`src/rtl/aud_pm_pkg.sv`:
```
package aud_pm_pkg;
  localparam int unsigned DATA_W   = 8;
  localparam int unsigned NUM_FN   = 2;
  localparam int unsigned FN_AUDIO = 0;
  localparam int unsigned FN_MODEM = 1;
  localparam int unsigned FN_W     = $clog2(NUM_FN);
  localparam int unsigned REG_W    = 2;
  localparam int unsigned ADDR_W   = FN_W + REG_W;

  typedef enum logic [REG_W-1:0] {
    REG_CTRL = 2'd0,
    REG_STS  = 2'd1,
    REG_IEN  = 2'd2,
    REG_WAKE = 2'd3
  } reg_sel_e;

  function automatic logic reg_gated(reg_sel_e s);
    return (s == REG_STS) || (s == REG_IEN);
  endfunction
endpackage

```
`src/rtl/aud_pm_resume_det.sv`:
```
module aud_pm_resume_det #(
  parameter int unsigned N_LINES     = 3,
  parameter int unsigned SYNC_STAGES = 2
) (
  input  logic               clk_i,
  input  logic               rst_ni,
  input  logic [N_LINES-1:0] sdin_i,
  input  logic               idle_i,
  output logic [N_LINES-1:0] evt_o
);
  for (genvar g = 0; g < N_LINES; g++) begin : g_line
    logic [SYNC_STAGES-1:0] sync_q;
    logic                   hist_q;

    always_ff @(posedge clk_i or negedge rst_ni) begin
      if (!rst_ni) begin
        sync_q <= '0;
        hist_q <= 1'b0;
      end else begin
        sync_q <= {sync_q[SYNC_STAGES-2:0], sdin_i[g]};
        hist_q <= sync_q[SYNC_STAGES-1];
      end
    end

    assign evt_o[g] = sync_q[SYNC_STAGES-1] & ~hist_q & idle_i;

    p_evt_single_r5: assert property (@(posedge clk_i) disable iff (!rst_ni)
      evt_o[g] |=> !evt_o[g]);
  end
endmodule

```
`src/rtl/aud_pm_func.sv`:
```
module aud_pm_func #(
  parameter int unsigned N_LINES  = 3,
  parameter bit          HAS_GPIO = 1'b0
) (
  input  logic                     clk_i,
  input  logic                     rst_ni,
  input  logic [N_LINES-1:0]       evt_i,
  input  logic                     gpio_chg_i,
  input  logic                     wr_i,
  input  aud_pm_pkg::reg_sel_e     sel_i,
  input  logic [N_LINES:0]         wdata_i,
  input  logic                     any_wake_i,
  output logic [aud_pm_pkg::DATA_W-1:0] rdata_o,
  output logic                     d3_o,
  output logic                     irq_o,
  output logic                     wake_req_o,
  output logic                     wake_sts_o
);
  import aud_pm_pkg::*;

  logic               d3_q, srst_q;
  logic [N_LINES-1:0] rsts_q, rien_q, rsts_d;
  logic               gsts_q, gien_q, gsts_d;
  logic               wsts_q, wen_q, wsts_set;
  logic               cause, cause_q, pend_q;
  logic               wr_ctrl, wr_sts, wr_ien, wr_wake;
  logic               leave_d3, gpio_evt, any_evt;

  assign wr_ctrl  = wr_i && (sel_i == REG_CTRL);
  assign wr_sts   = wr_i && (sel_i == REG_STS);
  assign wr_ien   = wr_i && (sel_i == REG_IEN);
  assign wr_wake  = wr_i && (sel_i == REG_WAKE);
  assign leave_d3 = wr_ctrl & d3_q & ~wdata_i[0];
  assign gpio_evt = HAS_GPIO & gpio_chg_i;
  assign any_evt  = |evt_i;

  // events only land in status while in D0; W1C clear loses to a same-cycle set
  assign rsts_d   = (rsts_q & ~({N_LINES{wr_sts}} & wdata_i[N_LINES-1:0]))
                  | (evt_i & {N_LINES{~d3_q}});
  assign gsts_d   = HAS_GPIO ? ((gsts_q & ~(wr_sts & wdata_i[N_LINES])) | (gpio_evt & ~d3_q))
                             : 1'b0;
  assign wsts_set = d3_q & wen_q & (any_evt | gpio_evt);
  assign cause    = (|(rsts_q & rien_q)) | (gsts_q & gien_q);

  always_ff @(posedge clk_i or negedge rst_ni) begin
    if (!rst_ni) begin
      d3_q    <= 1'b0;
      srst_q  <= 1'b0;
      wsts_q  <= 1'b0;
      wen_q   <= 1'b0;
      rsts_q  <= '0;
      rien_q  <= '0;
      gsts_q  <= 1'b0;
      gien_q  <= 1'b0;
      cause_q <= 1'b0;
      pend_q  <= 1'b0;
    end else begin
      srst_q <= leave_d3;
      if (wr_ctrl) d3_q <= wdata_i[0];
      wsts_q <= (wsts_q & ~(wr_wake & wdata_i[0])) | wsts_set;
      if (wr_wake) wen_q <= wdata_i[1];
      if (srst_q) begin
        rsts_q  <= '0;
        rien_q  <= '0;
        gsts_q  <= 1'b0;
        gien_q  <= 1'b0;
        cause_q <= 1'b0;
        pend_q  <= 1'b0;
      end else begin
        rsts_q <= rsts_d;
        gsts_q <= gsts_d;
        if (wr_ien) begin
          rien_q <= wdata_i[N_LINES-1:0];
          gien_q <= HAS_GPIO & wdata_i[N_LINES];
        end
        cause_q <= cause;
        // pending only on a fresh rise of the enabled cause
        if (d3_q || !cause) pend_q <= 1'b0;
        else if (!cause_q)  pend_q <= 1'b1;
      end
    end
  end

  always_comb begin
    rdata_o = '0;
    case (sel_i)
      REG_CTRL: rdata_o[0] = d3_q;
      REG_STS: begin
        rdata_o[N_LINES-1:0] = rsts_q;
        rdata_o[N_LINES]     = gsts_q;
      end
      REG_IEN: begin
        rdata_o[N_LINES-1:0] = rien_q;
        rdata_o[N_LINES]     = gien_q;
      end
      REG_WAKE: begin
        rdata_o[0] = wsts_q;
        rdata_o[1] = wen_q;
        rdata_o[2] = any_wake_i;
      end
      default: rdata_o = '0;
    endcase
  end

  assign d3_o       = d3_q;
  assign irq_o      = pend_q & ~d3_q;
  assign wake_req_o = wsts_q & wen_q & d3_q;
  assign wake_sts_o = wsts_q;

  p_irq_quiet_d3_r4: assert property (@(posedge clk_i) disable iff (!rst_ni)
    d3_o |-> !irq_o);
  p_srst_one_cycle_r9: assert property (@(posedge clk_i) disable iff (!rst_ni)
    srst_q |=> !srst_q);
  p_srst_clears_r9: assert property (@(posedge clk_i) disable iff (!rst_ni)
    srst_q |=> (rsts_q == '0 && rien_q == '0 && !pend_q));
  p_srst_keeps_wake_r9: assert property (@(posedge clk_i) disable iff (!rst_ni)
    (srst_q && !wr_i) |=> ($stable(wen_q) && $stable(wsts_q)));
  p_status_only_d0_r5: assert property (@(posedge clk_i) disable iff (!rst_ni)
    ((rsts_q & ~$past(rsts_q)) != '0) |-> !$past(d3_q));
  p_wake_needs_en_r6: assert property (@(posedge clk_i) disable iff (!rst_ni)
    $rose(wsts_q) |-> ($past(wen_q) && $past(d3_q)));
endmodule

```
`src/rtl/aud_pm_wake.sv`:
```
module aud_pm_wake #(
  parameter int unsigned N_LINES = 3
) (
  input  logic               clk_i,
  input  logic               rst_ni,
  input  logic [N_LINES-1:0] sdin_i,
  input  logic               link_idle_i,
  input  logic               gpio_chg_i,
  input  logic               req_i,
  input  logic               we_i,
  input  logic [2:0]         addr_i,
  input  logic [7:0]         wdata_i,
  output logic               ack_o,
  output logic               err_o,
  output logic [7:0]         rdata_o,
  output logic               irq_o,
  output logic               wake_no
);
  import aud_pm_pkg::*;

  logic [N_LINES-1:0] evt;
  logic [NUM_FN-1:0]  fn_d3, fn_irq, fn_wreq, fn_wsts, fn_wr;
  logic [DATA_W-1:0]  fn_rd [NUM_FN];
  logic [FN_W-1:0]    fn_sel;
  reg_sel_e           sel;
  logic               acc_err, any_wake;
  logic               ack_q, err_q;
  logic [DATA_W-1:0]  rdata_q;
  logic               unused_wdata;

  assign fn_sel       = addr_i[ADDR_W-1:REG_W];
  assign sel          = reg_sel_e'(addr_i[REG_W-1:0]);
  assign acc_err      = fn_d3[fn_sel] & reg_gated(sel);
  assign any_wake     = |fn_wsts;
  assign unused_wdata = ^wdata_i[DATA_W-1:N_LINES+1];

  aud_pm_resume_det #(.N_LINES(N_LINES), .SYNC_STAGES(2)) u_det (
    .clk_i  (clk_i),
    .rst_ni (rst_ni),
    .sdin_i (sdin_i),
    .idle_i (link_idle_i),
    .evt_o  (evt)
  );

  for (genvar f = 0; f < NUM_FN; f++) begin : g_fn
    assign fn_wr[f] = req_i & we_i & (fn_sel == FN_W'(f)) & ~acc_err;

    aud_pm_func #(.N_LINES(N_LINES), .HAS_GPIO(f == FN_MODEM)) u_fn (
      .clk_i      (clk_i),
      .rst_ni     (rst_ni),
      .evt_i      (evt),
      .gpio_chg_i (gpio_chg_i),
      .wr_i       (fn_wr[f]),
      .sel_i      (sel),
      .wdata_i    (wdata_i[N_LINES:0]),
      .any_wake_i (any_wake),
      .rdata_o    (fn_rd[f]),
      .d3_o       (fn_d3[f]),
      .irq_o      (fn_irq[f]),
      .wake_req_o (fn_wreq[f]),
      .wake_sts_o (fn_wsts[f])
    );
  end

  always_ff @(posedge clk_i or negedge rst_ni) begin
    if (!rst_ni) begin
      ack_q   <= 1'b0;
      err_q   <= 1'b0;
      rdata_q <= '0;
    end else begin
      ack_q   <= req_i;
      err_q   <= req_i & acc_err;
      rdata_q <= (req_i & ~we_i & ~acc_err) ? fn_rd[fn_sel] : '0;
    end
  end

  assign ack_o   = ack_q;
  assign err_o   = err_q;
  assign rdata_o = rdata_q;
  assign irq_o   = |fn_irq;
  assign wake_no = ~|fn_wreq;

  p_ack_follows_req_r2: assert property (@(posedge clk_i) disable iff (!rst_ni)
    req_i |=> ack_o);
  p_err_zero_data_r3: assert property (@(posedge clk_i) disable iff (!rst_ni)
    err_o |-> (rdata_o == '0 && ack_o));
  p_wake_line_needs_d3_r8: assert property (@(posedge clk_i) disable iff (!rst_ni)
    !wake_no |-> (fn_d3 != '0));
  p_irq_needs_d0_r4: assert property (@(posedge clk_i) disable iff (!rst_ni)
    irq_o |-> (fn_d3 != '1));
endmodule

```
`config.mk`:
```
export PLATFORM = sky130hd
export DESIGN_NAME = aud_pm_wake
export DESIGN_NICKNAME = d
export VERILOG_FILES = /design/src/rtl/aud_pm_pkg.sv /design/src/rtl/aud_pm_resume_det.sv /design/src/rtl/aud_pm_func.sv /design/src/rtl/aud_pm_wake.sv
export SDC_FILE = /design/constraint.sdc
export NUM_CORES = 1
export LEC_CHECK = 0
export ABC_AREA = 1
export ABC_CLOCK_PERIOD_IN_PS = 1800
export CORE_ASPECT_RATIO = 1.1
export CORE_MARGIN = 2
export CORE_UTILIZATION = 45
export DETAILED_ROUTE_END_ITERATION = 8
export PLACE_DENSITY = 0.72
export SLEW_MARGIN = 30
export SYNTH_ARGS = -nofsm -noshare
export SYNTH_HDL_FRONTEND = slang
export SYNTH_SLANG_ARGS = --single-unit
```
`constraint.sdc`:
```
create_clock -name clk_i -period 1.8 [get_ports clk_i]
set_input_delay 0.27 -clock clk_i [delete_from_list [all_inputs] [get_ports clk_i]]
set_output_delay 0.27 -clock clk_i [all_outputs]
set_load 0.1 [all_outputs]
```
==> results of run 1 <==
==> routing by layer <==
layer | global-route usage [%] | vias to the layer above | share of wire (%)
met5 | 0 | - | 0
met4 | 8.84 | 0 | 3.2
met3 | 5.89 | 10 | 5.1
met2 | 31.3 | 44 | 47
met1 | 26.8 | 736 | 44
li1 | - | 778 | -
==> worst paths after layout <==
| check | cells past startpoint | start | end | slack (ps) |
|---|---|---|---|---|
| setup / recovery | 8 | addr_i[0] | g_fn[1].u_fn.wen_q | 150 |
| hold / removal | 2 | rst_ni | err_o | 10 |
| setup reg to reg | 7 | g_fn[0].u_fn.d3_o | g_fn[1].u_fn.wen_q | 340 |
| hold reg to reg | 0 | u_det.g_line[2].sync_q[0] | u_det.g_line[2].sync_q[1] | 350 |
| max in group asynchronous | 2 | rst_ni | g_fn[0].u_fn.cause_q | 1410 |
| min in group clk_i | 0 | u_det.g_line[2].sync_q[0] | u_det.g_line[2].sync_q[1] | 350 |
==> synthesized netlist by cell type <==
| library cell | instances | area share (%) |
|---|---|---|
| a211oi_1 | 2 | 0.79 |
| a21oi_1 | 13 | 3.4 |
| a22o_1 | 2 | 0.92 |
| a32o_1 | 1 | 0.53 |
| buf_2 | 2 | 0.53 |
| buf_4 | 4 | 1.6 |
| buf_6 | 1 | 0.59 |
| conb_1 | 1 | 0.20 |
| dfrtp_1 | 41 | 54 |
| ha_1 | 5 | 3.3 |
| inv_1 | 20 | 3.9 |
| inv_2 | 1 | 0.20 |
| nand2_1 | 68 | 13 |
| nand2_4 | 1 | 0.59 |
| nand3_1 | 12 | 3.2 |
| nand3_4 | 1 | 0.92 |
| nand4_1 | 9 | 3.0 |
| nand4_2 | 1 | 0.66 |
| nor2_1 | 9 | 1.8 |
| nor2_2 | 1 | 0.33 |
| nor2_4 | 1 | 0.59 |
| nor3_1 | 6 | 1.6 |
| o21a_1 | 2 | 0.79 |
| o21ai_0 | 13 | 3.4 |
==> sequential cells by signal, indices dropped and copies added, names as in the netlist, 3 cells and up <==
signal               flops
g_fn.u_fn.rien_q         6
g_fn.u_fn.rsts_q         6
rdata_o                  4
u_det.g_line.hist_q      3
u_det.g_line.sync_q      6
==> logic make-up (layout without fill, tap and decap cells) <==
family,after synthesis,after routing
adder cells (fa/ha/maj),5,5
flip-flops,41,41
AND/OR/NAND/NOR,109,109
buffers and inverters,28,63
AO/OA/AOI/OAI,33,33
other,1,4
==> layout make-up <==
cell class / count / area share, %
Clock buffer: 5 / 2.93
Clock inverter: 3 / 0.906
Inverter: 21 / 3.36
Multi-Input combinational cell: 151 / 32.5
Sequential cell: 41 / 43.7
Tap cell: 52 / 2.77
Timing Repair Buffer: 34 / 13.9
==> cells in the final DEF, fill, tap and decap left out, drive strengths merged <==
cell,Yosys,layout
a211oi,2,2
a21oi,13,13
a22o,2,2
a32o,1,1
buf,7,20
clkbuf,0,5
clkdlybuf4s50,0,14
clkinv,0,1
clkinvlp,0,1
conb,1,4
dfrtp,41,41
ha,5,5
inv,21,22
nand2,69,69
nand3,13,13
nand4,10,10
nor2,11,11
nor3,6,6
o21a,2,2
o21ai,13,13
==> power by group through the flow <==
| stage | Sequential, mW | Clock, mW | Combinational, mW |
|---|---|---|---|
| floorplan | 1.22 | 0 | 0.512 |
| global placement | 1.19 | 0 | 0.821 |
| detailed placement | 1.20 | 0 | 0.835 |
| CTS | 1.18 | 0.638 | 0.838 |
| global route | 1.20 | 0.681 | 0.898 |
| finish | 1.19 | 0.614 | 0.832 |
==> worst max-delay path, cell delays in order <==
cell and delay (ps):
clkdlybuf4s50_1 480, inv_1 80, ha_1 350, nand3_4 190, nand2_1 70, nor2_1 180
nand2_1 90, o21a_1 110
==> out/qor.txt, run 1 <==
STA
------------------------------------------------------------------------------------------
Smallest hold slack                                                                13.7 ps
Final setup viols                                                                        0
Ratio of final minimum period to clock period                                        91.4%
Setup total negative slack                                                            0 ps
Maximum operating frequency                                                        608 MHz
Max-Slew Margin vs Limit                                                             65.3%
Worst Tran Pin Value                                                                521 ps
Post-route worst setup slack                                                        154 ps
RSZ-0062 raised after global routing                                                 false
Final critical delay including setup and external delays                           1650 ps
Count of pins over their slew limit                                                      0
Final hold viol count                                                                    0
Max Clock Skew                                                                     6.66 ps

FINAL LAYOUT
------------------------------------------------------------------------------------------
Fillcell total                                                                         380
Area of the multi-input gates                                                      763 um2
Synthesis-to-layout area growth                                                      23.3%
Antenna diodes                                                                           0
Final cell count without fillers                                                       307
Proportion of layout cells with a drive suffix above 1                               13.7%
Final standard cell utilization of the core                                          58.4%
Non-Filler Cell Area, Final                                                       2350 um2
Final layout net count                                                                 279
Seq. cell area                                                                    1030 um2

POWER
------------------------------------------------------------------------------------------
Fraction of power consumed by combinational cells                                    31.6%
NetSw                                                                               993 uW
Maximum VDD drop                                                                    891 uV
Total power divided by cell area                                               1120 nW/um2
Internal power consumption                                                         1.64 mW
Post-route total power                                                             2.63 mW
Switching power as a share of total power                                            37.7%
Sequential fraction of design power                                                  45.1%
Clock group share of total power                                                     23.3%
Static leakage                                                                     1.14 nW

DIE
------------------------------------------------------------------------------------------
Effective utilization at floorplan                                                   47.3%
Number of top-level pins                                                                32
Floorplan row count                                                                     24
Horizontal die dimension                                                           66.0 um
Core Box Area                                                                     4020 um2
Die outline area                                                                  4770 um2
Die boundary height                                                                72.2 um

GLOBAL ROUTING
------------------------------------------------------------------------------------------
Number of antenna violations at the first check in global routing                        0
Via count of the first global-routing pass                                            1572
First-pass GRT wire length                                                         7.20 mm
Global-route usage over all layers                                                   20.3%
Sum of overflow across all layers after global routing                                   0
Largest net degree at the start of global routing                                       42

SYNTHESIS
------------------------------------------------------------------------------------------
Yosys warnings                                                                           0
Share of the synthesized area in compound gates (AO/OA/AOI/OAI)                      9.86%
Synthesized-area fraction occupied by adder cells                                    3.29%
Multiplexer share of the synthesized area                                               0%
Simple-gate portion of the synthesized area                                          26.0%
Post-Synthesis Mean Instance Area                                                 8.78 um2
Xor and xnor area share after synthesis                                                 0%
Area of the mapped netlist                                                        1900 um2
Gate count of the mapped netlist                                                       217
Sequential fraction of the synthesis area                                            53.9%
Synth Register Bits                                                                     41
Main combinational cell family by area after synthesis                        simple AND/OR/NAND/NOR gates
Yosys cell types                                                                        24

CRITICAL PATH
------------------------------------------------------------------------------------------
Worst setup SP type                                                              input pin
Critical setup path kind                                                            in2reg
Endpoint arrival time on the critical path                                         1830 ps
Required time at the endpoint of the critical path                                 1990 ps
Crit-path max FO                                                                        14
Category of the worst setup path capture point                                   flip-flop

DETAILED ROUTING
------------------------------------------------------------------------------------------
DRT iter0 DRCs                                                                          83
Per-cell routed wire length                                                        14.1 um
DR vias                                                                               1568
Post-route DRC violation count                                                           0
Overall routed net length                                                          4.34 mm
Post-route ant nets                                                                      0
Pre-antenna DRT Iters                                                                    4
Via-to-Cell Ratio                                                                     5.11

CLOCK NETWORK
------------------------------------------------------------------------------------------
Root Buffer Master                                                                clkbuf_8
Clock tree from TritonCTS                                                            built
Count of buffers added by post-CTS timing repair for setup                               0
Maximum buffer depth of the clock tree                                                   2
TritonCTS Buffers                                                                        5
Number of buffers inserted for hold repair after clock tree synthesis                    0
Number of clock sinks                                                                   41
Clock edge transition at the registers on the reported setup and hold paths          90 ps
Number of gates given a new drive strength after cts                                     0
Number of H-tree branching levels                                                        2
Worst-Skew Late Latency                                                             300 ps

PLACED DESIGN
------------------------------------------------------------------------------------------
HPWL Detailed                                                                      3.25 mm
Number of input and output port buffers inserted                                        23
Pre-CTS WS                                                                         -152 ps
Weighted congestion at the end of routability-driven global placement                0.918
Placement-stage cell area                                                         2260 um2
Number of cells in the design after placement                                          299

OUTCOME
------------------------------------------------------------------------------------------
Status                                                                        finished, final reports clean

HOLD PATH
------------------------------------------------------------------------------------------
Type of the tightest min-delay check                                              in2async

JOB
------------------------------------------------------------------------------------------
Number of maximum-capacitance constraint violations                                      0

(Power assumes the default switching activity.)
==> run 2: changes to the inputs <==
- CORE_UTILIZATION: 45 -> 35
- PLACE_DENSITY: 0.72 -> 0.6
==> run 2 against run 1 <==
- core utilization down 13 points
- power grew 5.7%
- clock skew is 2.2 ps lower
- routed wire length shrank 1.0%
- via count fell by 0.26%
- combinational power about the same
- fmax rose by 1.3%
- largest cell class unchanged
- largest power group unchanged
==> out/qor.txt, run 2 (same netlist as run 1, synthesis figures left out) <==
OUTCOME
------------------------------------------------------------------------------------------
Status                                                                        finished, final reports clean

STA
------------------------------------------------------------------------------------------
Worst Tran Pin Value                                                                518 ps   -2.72 ps
Final setup viols                                                                        0   unchanged
Final hold viol count                                                                    0   unchanged
Max-Slew Margin vs Limit                                                             65.4%   +0.18 points
Ratio of final minimum period to clock period                                        90.3%   -1.2 points
Count of pins over their slew limit                                                      0   unchanged
RSZ-0062 raised after global routing                                                 false
Setup total negative slack                                                            0 ps   unchanged
Maximum operating frequency                                                        616 MHz   +1.3%
Final critical delay including setup and external delays                           1620 ps   -21.3 ps
Max Clock Skew                                                                     4.44 ps   -2.21 ps

DETAILED ROUTING
------------------------------------------------------------------------------------------
Via-to-Cell Ratio                                                                     4.68   -8.3%
Post-route ant nets                                                                      0   unchanged
Pre-antenna DRT Iters                                                                    4   unchanged
Per-cell routed wire length                                                        12.8 um   -9.0%
Post-route DRC violation count                                                           0   unchanged
DR vias                                                                               1564   -0.26%
Overall routed net length                                                          4.29 mm   -1.0%
DRT iter0 DRCs                                                                          95   +14%

DIE
------------------------------------------------------------------------------------------
Die outline area                                                                  6050 um2   +27%
Number of top-level pins                                                                32   unchanged
Core Box Area                                                                     5330 um2   +32%
Effective utilization at floorplan                                                   35.8%   -12 points
Horizontal die dimension                                                           74.3 um   +13%
Floorplan row count                                                                     28   +17%
Die boundary height                                                                81.4 um   +13%

FINAL LAYOUT
------------------------------------------------------------------------------------------
Most used cells in the layout excluding fill and tap cells                    nand2_1, dfrtp_1, inv_1, buf_4, clkdlybuf4s50_1
Antenna diodes                                                                           0   unchanged
Final layout net count                                                                 283   +1.4%
Most common library cell in the layout ignoring fill and taps                      nand2_1
Proportion of layout cells with a drive suffix above 1                               14.7%   +0.95 points
Synthesis-to-layout area growth                                                      27.8%
Non-Filler Cell Area, Final                                                       2430 um2   +3.6%
Biggest regs                                                                  g_fn.u_fn.rien_q (6), g_fn.u_fn.rsts_q (6), u_det.g_line.sync_q (6)

POWER
------------------------------------------------------------------------------------------
Total power divided by cell area                                               1140 nW/um2   +2.0%
Maximum VDD drop                                                                    584 uV   -34%
Static leakage                                                                     1.17 nW   +3.0%

GLOBAL ROUTING
------------------------------------------------------------------------------------------
Largest net degree at the start of global routing                                       42   unchanged
Number of antenna violations at the first check in global routing                        0   unchanged
Via count of the first global-routing pass                                            1454   -7.5%
Sum of overflow across all layers after global routing                                   0   unchanged
First-pass GRT wire length                                                         6.89 mm   -4.2%
Global-route usage over all layers                                                   15.4%   -4.9 points

PLACED DESIGN
------------------------------------------------------------------------------------------
Number of input and output port buffers inserted                                        23   unchanged
Placement-stage cell area                                                         2320 um2   +2.6%
HPWL Detailed                                                                      3.22 mm   -0.88%
Weighted congestion at the end of routability-driven global placement                0.879   -4.3%

CLOCK NETWORK
------------------------------------------------------------------------------------------
Number of gates given a new drive strength after cts                                     0   unchanged
Number of buffers inserted for hold repair after clock tree synthesis                    0   unchanged
Number of clock sinks                                                                   41   unchanged
Clock edge transition at the registers on the reported setup and hold paths          80 ps   about the same
Maximum buffer depth of the clock tree                                                   2   unchanged
Worst-Skew Late Latency                                                             290 ps   about the same
TritonCTS Buffers                                                                        5   unchanged
Clock tree from TritonCTS                                                            built
Root Buffer Master                                                                clkbuf_8
Number of H-tree branching levels                                                        2   unchanged
Count of buffers added by post-CTS timing repair for setup                               0   unchanged

CRITICAL PATH
------------------------------------------------------------------------------------------
Crit-path cells                                                               inv_1 > buf_4 > nand2_1 > o21ai_2 > buf_12
Required time at the endpoint of the critical path                                 1530 ps   -460 ps
Worst setup SP type                                                              flip-flop
Critical path origin                                                          g_fn[1].u_fn.d3_o
Category of the worst setup path capture point                                  output pin
Critical setup path kind                                                           reg2out
Maximum cell stage delay along the critical path                                    400 ps   -80 ps
Endpoint arrival time on the critical path                                         1350 ps   -480 ps
Crit-path max FO                                                                         5   -9
Slowest CP cell                                                                    dfrtp_1
RR Startpoint                                                                 g_fn[0].u_fn.d3_o

HOLD PATH
------------------------------------------------------------------------------------------
Type of the tightest min-delay check                                              in2async

JOB
------------------------------------------------------------------------------------------
Number of maximum-capacitance constraint violations                                      0   unchanged

==> run 2: changes by cell type in the layout (fill, tap and decap cells not counted), sizes merged <==
cell	change
buf	+4
clkbuf	+2
bufinv	+1
clkinv	-1
clkinvlp	-1
inv	-1
==> run 2: critical path, delay by kind of cell, from the launching register on <==
family / cells / cell delay (ps)
buf+inv: 3 / 490
flops: 1 / 400
simple gates: 1 / 80
compound gates: 1 / 90
==> run 2: path summary, 6_finish.rpt <==
| kind | end | slack, ps | cells after the start |
|---|---|---|---|
| min | err_o | 30 | 2 |
| max reg2reg | g_fn[1].u_fn.wake_sts_o | 350 | 8 |
| min in group clk_i | u_det.g_line[1].sync_q[1] | 360 | 0 |
| max | irq_o | 180 | 5 |
| max in group asynchronous | g_fn[0].u_fn.rsts_q[1] | 1410 | 2 |
| min reg2reg | u_det.g_line[1].sync_q[1] | 360 | 0 |
==> run 2: per-stage QoR <==
stage / utilization (%) / total power, mW / hold slack, ps / worst slack (ps) / instances
after floorplan: - / 1.73 / -25.6 / 270 / 220
after global placement: 43.5 / 2.03 / 335 / -109 / 326
after detailed placement: 43.5 / 2.04 / 341 / -131 / 326
after CTS: 45.7 / 2.82 / 57.4 / 146 / 334
after global routing: 45.7 / 2.93 / 72.8 / 31.2 / 334
final: 45.7 / 2.78 / 27.1 / 175 / 334
==> run 2: final cells by class <==
cell class,instances,area [um2]
Multi-Input combinational cell,151,763
Clock inverter,1,30.0
Inverter,21,78.8
Tap cell,75,93.8
Fill cell,547,2890
Timing Repair Buffer,38,355
Sequential cell,41,1030
Clock buffer,7,86.3
==> run 2: layer usage <==
metal  up-vias  track usage (%)  wire (um)
met5         -                0          0
met4         0             4.64         50
met3         6             3.97        241
met2        45             24.8       2020
met1       733             20.4       1980
li1        780                -          -
==> run 2: power by group <==
part | internal, mW | switching (mW)
clock network | 0.452 | 0.315
registers | 1.07 | 0.115
logic | 0.296 | 0.533
total | 1.82 | 0.963
==> run 3: changes to the inputs <==
--- a/config.mk
+++ b/config.mk
@@ -8,3 +8,3 @@
 export ABC_AREA = 1
-export ABC_CLOCK_PERIOD_IN_PS = 1800
+export ABC_CLOCK_PERIOD_IN_PS = 1300
 export CORE_ASPECT_RATIO = 1.1
@@ -13,3 +13,3 @@
 export DETAILED_ROUTE_END_ITERATION = 8
-export PLACE_DENSITY = 0.6
+export PLACE_DENSITY = 0.62
 export SLEW_MARGIN = 30
==> constraint.sdc (replaced) <==
create_clock -name clk_i -period 1.3 [get_ports clk_i]
set_input_delay 0.325 -clock clk_i [delete_from_list [all_inputs] [get_ports clk_i]]
set_output_delay 0.325 -clock clk_i [all_outputs]
set_load 0.1 [all_outputs]
==> run 3 against run 2 <==
- via count is 9.8% higher
- clock skew hardly changed
- critical endpoint is now wake_no
- routed wire length is 16% higher
- combinational power is 92% higher
- first-iteration DRC count is 27% higher
- largest power group unchanged
- the run now ends with negative setup slack left
==> out/qor.txt, run 3 (same netlist as run 1, synthesis figures left out) <==
CRITICAL PATH
------------------------------------------------------------------------------------------
Worst setup SP type                                                              flip-flop
Critical setup path kind                                                           reg2out
FF-to-FF End                                                                  g_fn[0].u_fn.wen_q
Register-to-register setup slack                                                   -170 ps   -520 ps
Endpoint arrival time on the critical path                                         1290 ps   -60 ps
Register-to-Register Path Depth                                                         10   +2
Crit-path max FO                                                                         2   -3
Required time at the endpoint of the critical path                                  980 ps   -550 ps
RR Startpoint                                                                 g_fn[1].u_fn.d3_o
Category of the worst setup path capture point                                  output pin
Critical path origin                                                          g_fn[1].u_fn.wen_q

DETAILED ROUTING
------------------------------------------------------------------------------------------
Per-cell routed wire length                                                        14.1 um   +9.9%
Overall routed net length                                                          5.00 mm   +16%
DR vias                                                                               1718   +9.8%
Pre-antenna DRT Iters                                                                    4   unchanged
DRT iter0 DRCs                                                                         121   +27%
Post-route DRC violation count                                                           0   unchanged
Via-to-Cell Ratio                                                                     4.85   +3.6%
Post-route ant nets                                                                      0   unchanged

DIE
------------------------------------------------------------------------------------------
Die outline area                                                                  6050 um2   unchanged
Floorplan row count                                                                     28   unchanged
Horizontal die dimension                                                           74.3 um   unchanged
Effective utilization at floorplan                                                   35.8%   unchanged
Die boundary height                                                                81.4 um   unchanged
Number of top-level pins                                                                32   unchanged
Core Box Area                                                                     5330 um2   unchanged

STA
------------------------------------------------------------------------------------------
Max Clock Skew                                                                     4.45 ps   +0.0105 ps
Ratio of final minimum period to clock period                                         124%
Final critical delay including setup and external delays                           1620 ps
Count of pins over their slew limit                                                      0   unchanged
Post-route worst setup slack                                                       -318 ps   -494 ps
Smallest hold slack                                                                 359 ps   +332 ps
Maximum operating frequency                                                        618 MHz
RSZ-0062 raised after global routing                                                  true
Final setup viols                                                                       28   +28
Final hold viol count                                                                    0   unchanged

GLOBAL ROUTING
------------------------------------------------------------------------------------------
First-pass GRT wire length                                                         7.41 mm   +7.5%
Via count of the first global-routing pass                                            1658   +14%
Largest net degree at the start of global routing                                       42   unchanged
Sum of overflow across all layers after global routing                                   0   unchanged
Number of antenna violations at the first check in global routing                        0   unchanged
Global-route usage over all layers                                                   16.6%   +1.2 points

JOB
------------------------------------------------------------------------------------------
Number of maximum-capacitance constraint violations                                      0   unchanged

FINAL LAYOUT
------------------------------------------------------------------------------------------
Most used cells in the layout excluding fill and tap cells                    nand2_1, dfrtp_1, buf_4, inv_1
Final cell count without fillers                                                       354   +6.0%
Final layout net count                                                                 303   +7.1%
Proportion of layout cells with a drive suffix above 1                               36.2%   +22 points
Antenna diodes                                                                           0   unchanged
Synthesis-to-layout area growth                                                      55.9%
Most common library cell in the layout ignoring fill and taps                      nand2_1
Biggest regs                                                                  g_fn.u_fn.rien_q (6), g_fn.u_fn.rsts_q (6), u_det.g_line.sync_q (6)

CLOCK NETWORK
------------------------------------------------------------------------------------------
Maximum buffer depth of the clock tree                                                   2   unchanged
Number of clock sinks                                                                   41   unchanged
Clock tree from TritonCTS                                                            built
Number of H-tree branching levels                                                        2   unchanged
Clock edge transition at the registers on the reported setup and hold paths          80 ps   about the same
Root Buffer Master                                                                clkbuf_8
Worst-Skew Late Latency                                                             290 ps   about the same
TritonCTS Buffers                                                                        5   unchanged

OUTCOME
------------------------------------------------------------------------------------------
Status                                                                        complete, but fails checks
Failing checks                                                                negative setup slack

PLACED DESIGN
------------------------------------------------------------------------------------------
Weighted congestion at the end of routability-driven global placement                0.821   -6.5%
Number of cells in the design after placement                                          334   +2.5%
HPWL Detailed                                                                      3.34 mm   +3.7%
Number of input and output port buffers inserted                                        23   unchanged

POWER
------------------------------------------------------------------------------------------
Fraction of power consumed by combinational cells                                    35.9%   +6.1 points
Sequential fraction of design power                                                  37.1%   -5.6 points
Static leakage                                                                     1.33 nW   +14%
Total power divided by cell area                                               1490 nW/um2   +31%
Switching power as a share of total power                                            34.1%   -0.49 points
Clock group share of total power                                                     27.0%   -0.6 points
Internal power consumption                                                         2.92 mW   +60%
NetSw                                                                              1.51 mW   +57%
Maximum VDD drop                                                                   1000 uV   +71%

HOLD PATH
------------------------------------------------------------------------------------------
Hold Path Stages                                                                         0
Type of the tightest min-delay check                                               reg2reg
Worst Hold Path EP                                                            u_det.g_line[1].sync_q[1]
Min-Delay Startpoint                                                          u_det.g_line[1].sync_q[0]

## run 3: cell types whose count changed in the layout (fill, tap and decap cells not counted), sizes merged
| cell | change |
|---|---|
| buf | +18 |
| clkdlybuf4s50 | -5 |
| dlygate4sd2 | +4 |
| bufinv | +1 |
| clkbuf | -1 |
| clkinv | +1 |
| clkinvlp | +1 |
| dlygate4sd3 | +1 |
| inv | -1 |
| nand3 | +1 |
## run 3: layer usage
layer / GRT usage, % / vias up / wire (um)
li1: - / 829 / -
met1: 19.4 / 833 / 2020
met2: 29.4 / 40 / 2610
met3: 3.97 / 16 / 190
met4: 6.43 / 0 / 178
met5: 0 / - / 0
## run 3: how the worst max path moves through the flow
stage | slack, ps | to | cells past startpoint
3_3_place_gp | -650 | g_fn[1].u_fn.rien_q[1] | 9
4_1_cts | -310 | wake_no | 5
6_report | -320 | wake_no | 5
2_1_floorplan | -40 | wake_no | 2
3_5_place_dp | -680 | g_fn[1].u_fn.rien_q[0] | 9
5_1_grt | -380 | wake_no | 5
## run 3: repair_timing
action                     CTS  global route
hold endpoints to repair    16             0
setup buffers                1            11
gates cloned                 1             0
hold buffers                 1             0
pin swaps                    5            13
setup endpoints to repair   29            23
resized for setup           15            62
## run 3: stage by stage
stage                     instance area, um2  setup WS (ps)  util [%]  setup TNS [ps]  power, mW
after floorplan                         1940          -42.9         -           -69.8       2.44
after global placement                  2470           -650      46.4          -15810       2.94
after detailed placement                2470           -684      46.4          -16360       2.95
after CTS                               2660           -314      50.0            -587       4.19
after global routing                    2970           -381      55.8           -4900       4.65
final                                   2970           -318      55.8           -3260       4.44
## run 3: layout make-up
type / count / area (um2)
Clock inverter: 3 / 65.1
Fill cell: 483 / 2360
Multi-Input combinational cell: 152 / 1000
Inverter: 21 / 85.1
Clock buffer: 5 / 68.8
Tap cell: 75 / 93.8
Sequential cell: 41 / 1030
Timing Repair Buffer: 57 / 624
## run 3: power by group through the flow
stage	logic (mW)	clock network, mW	registers, mW
global placement	1.29	0	1.66
floorplan	0.742	0	1.69
global route	1.70	1.28	1.67
CTS	1.35	1.21	1.63
detailed placement	1.30	0	1.66
finish	1.59	1.20	1.65
## run 3: critical path: stages, from the launching register on
cell,delay [ps]
dfrtp_1,400
nand2_1,70
inv_1,40
a32o_2,240
clkinvlp_4,80
buf_12,160
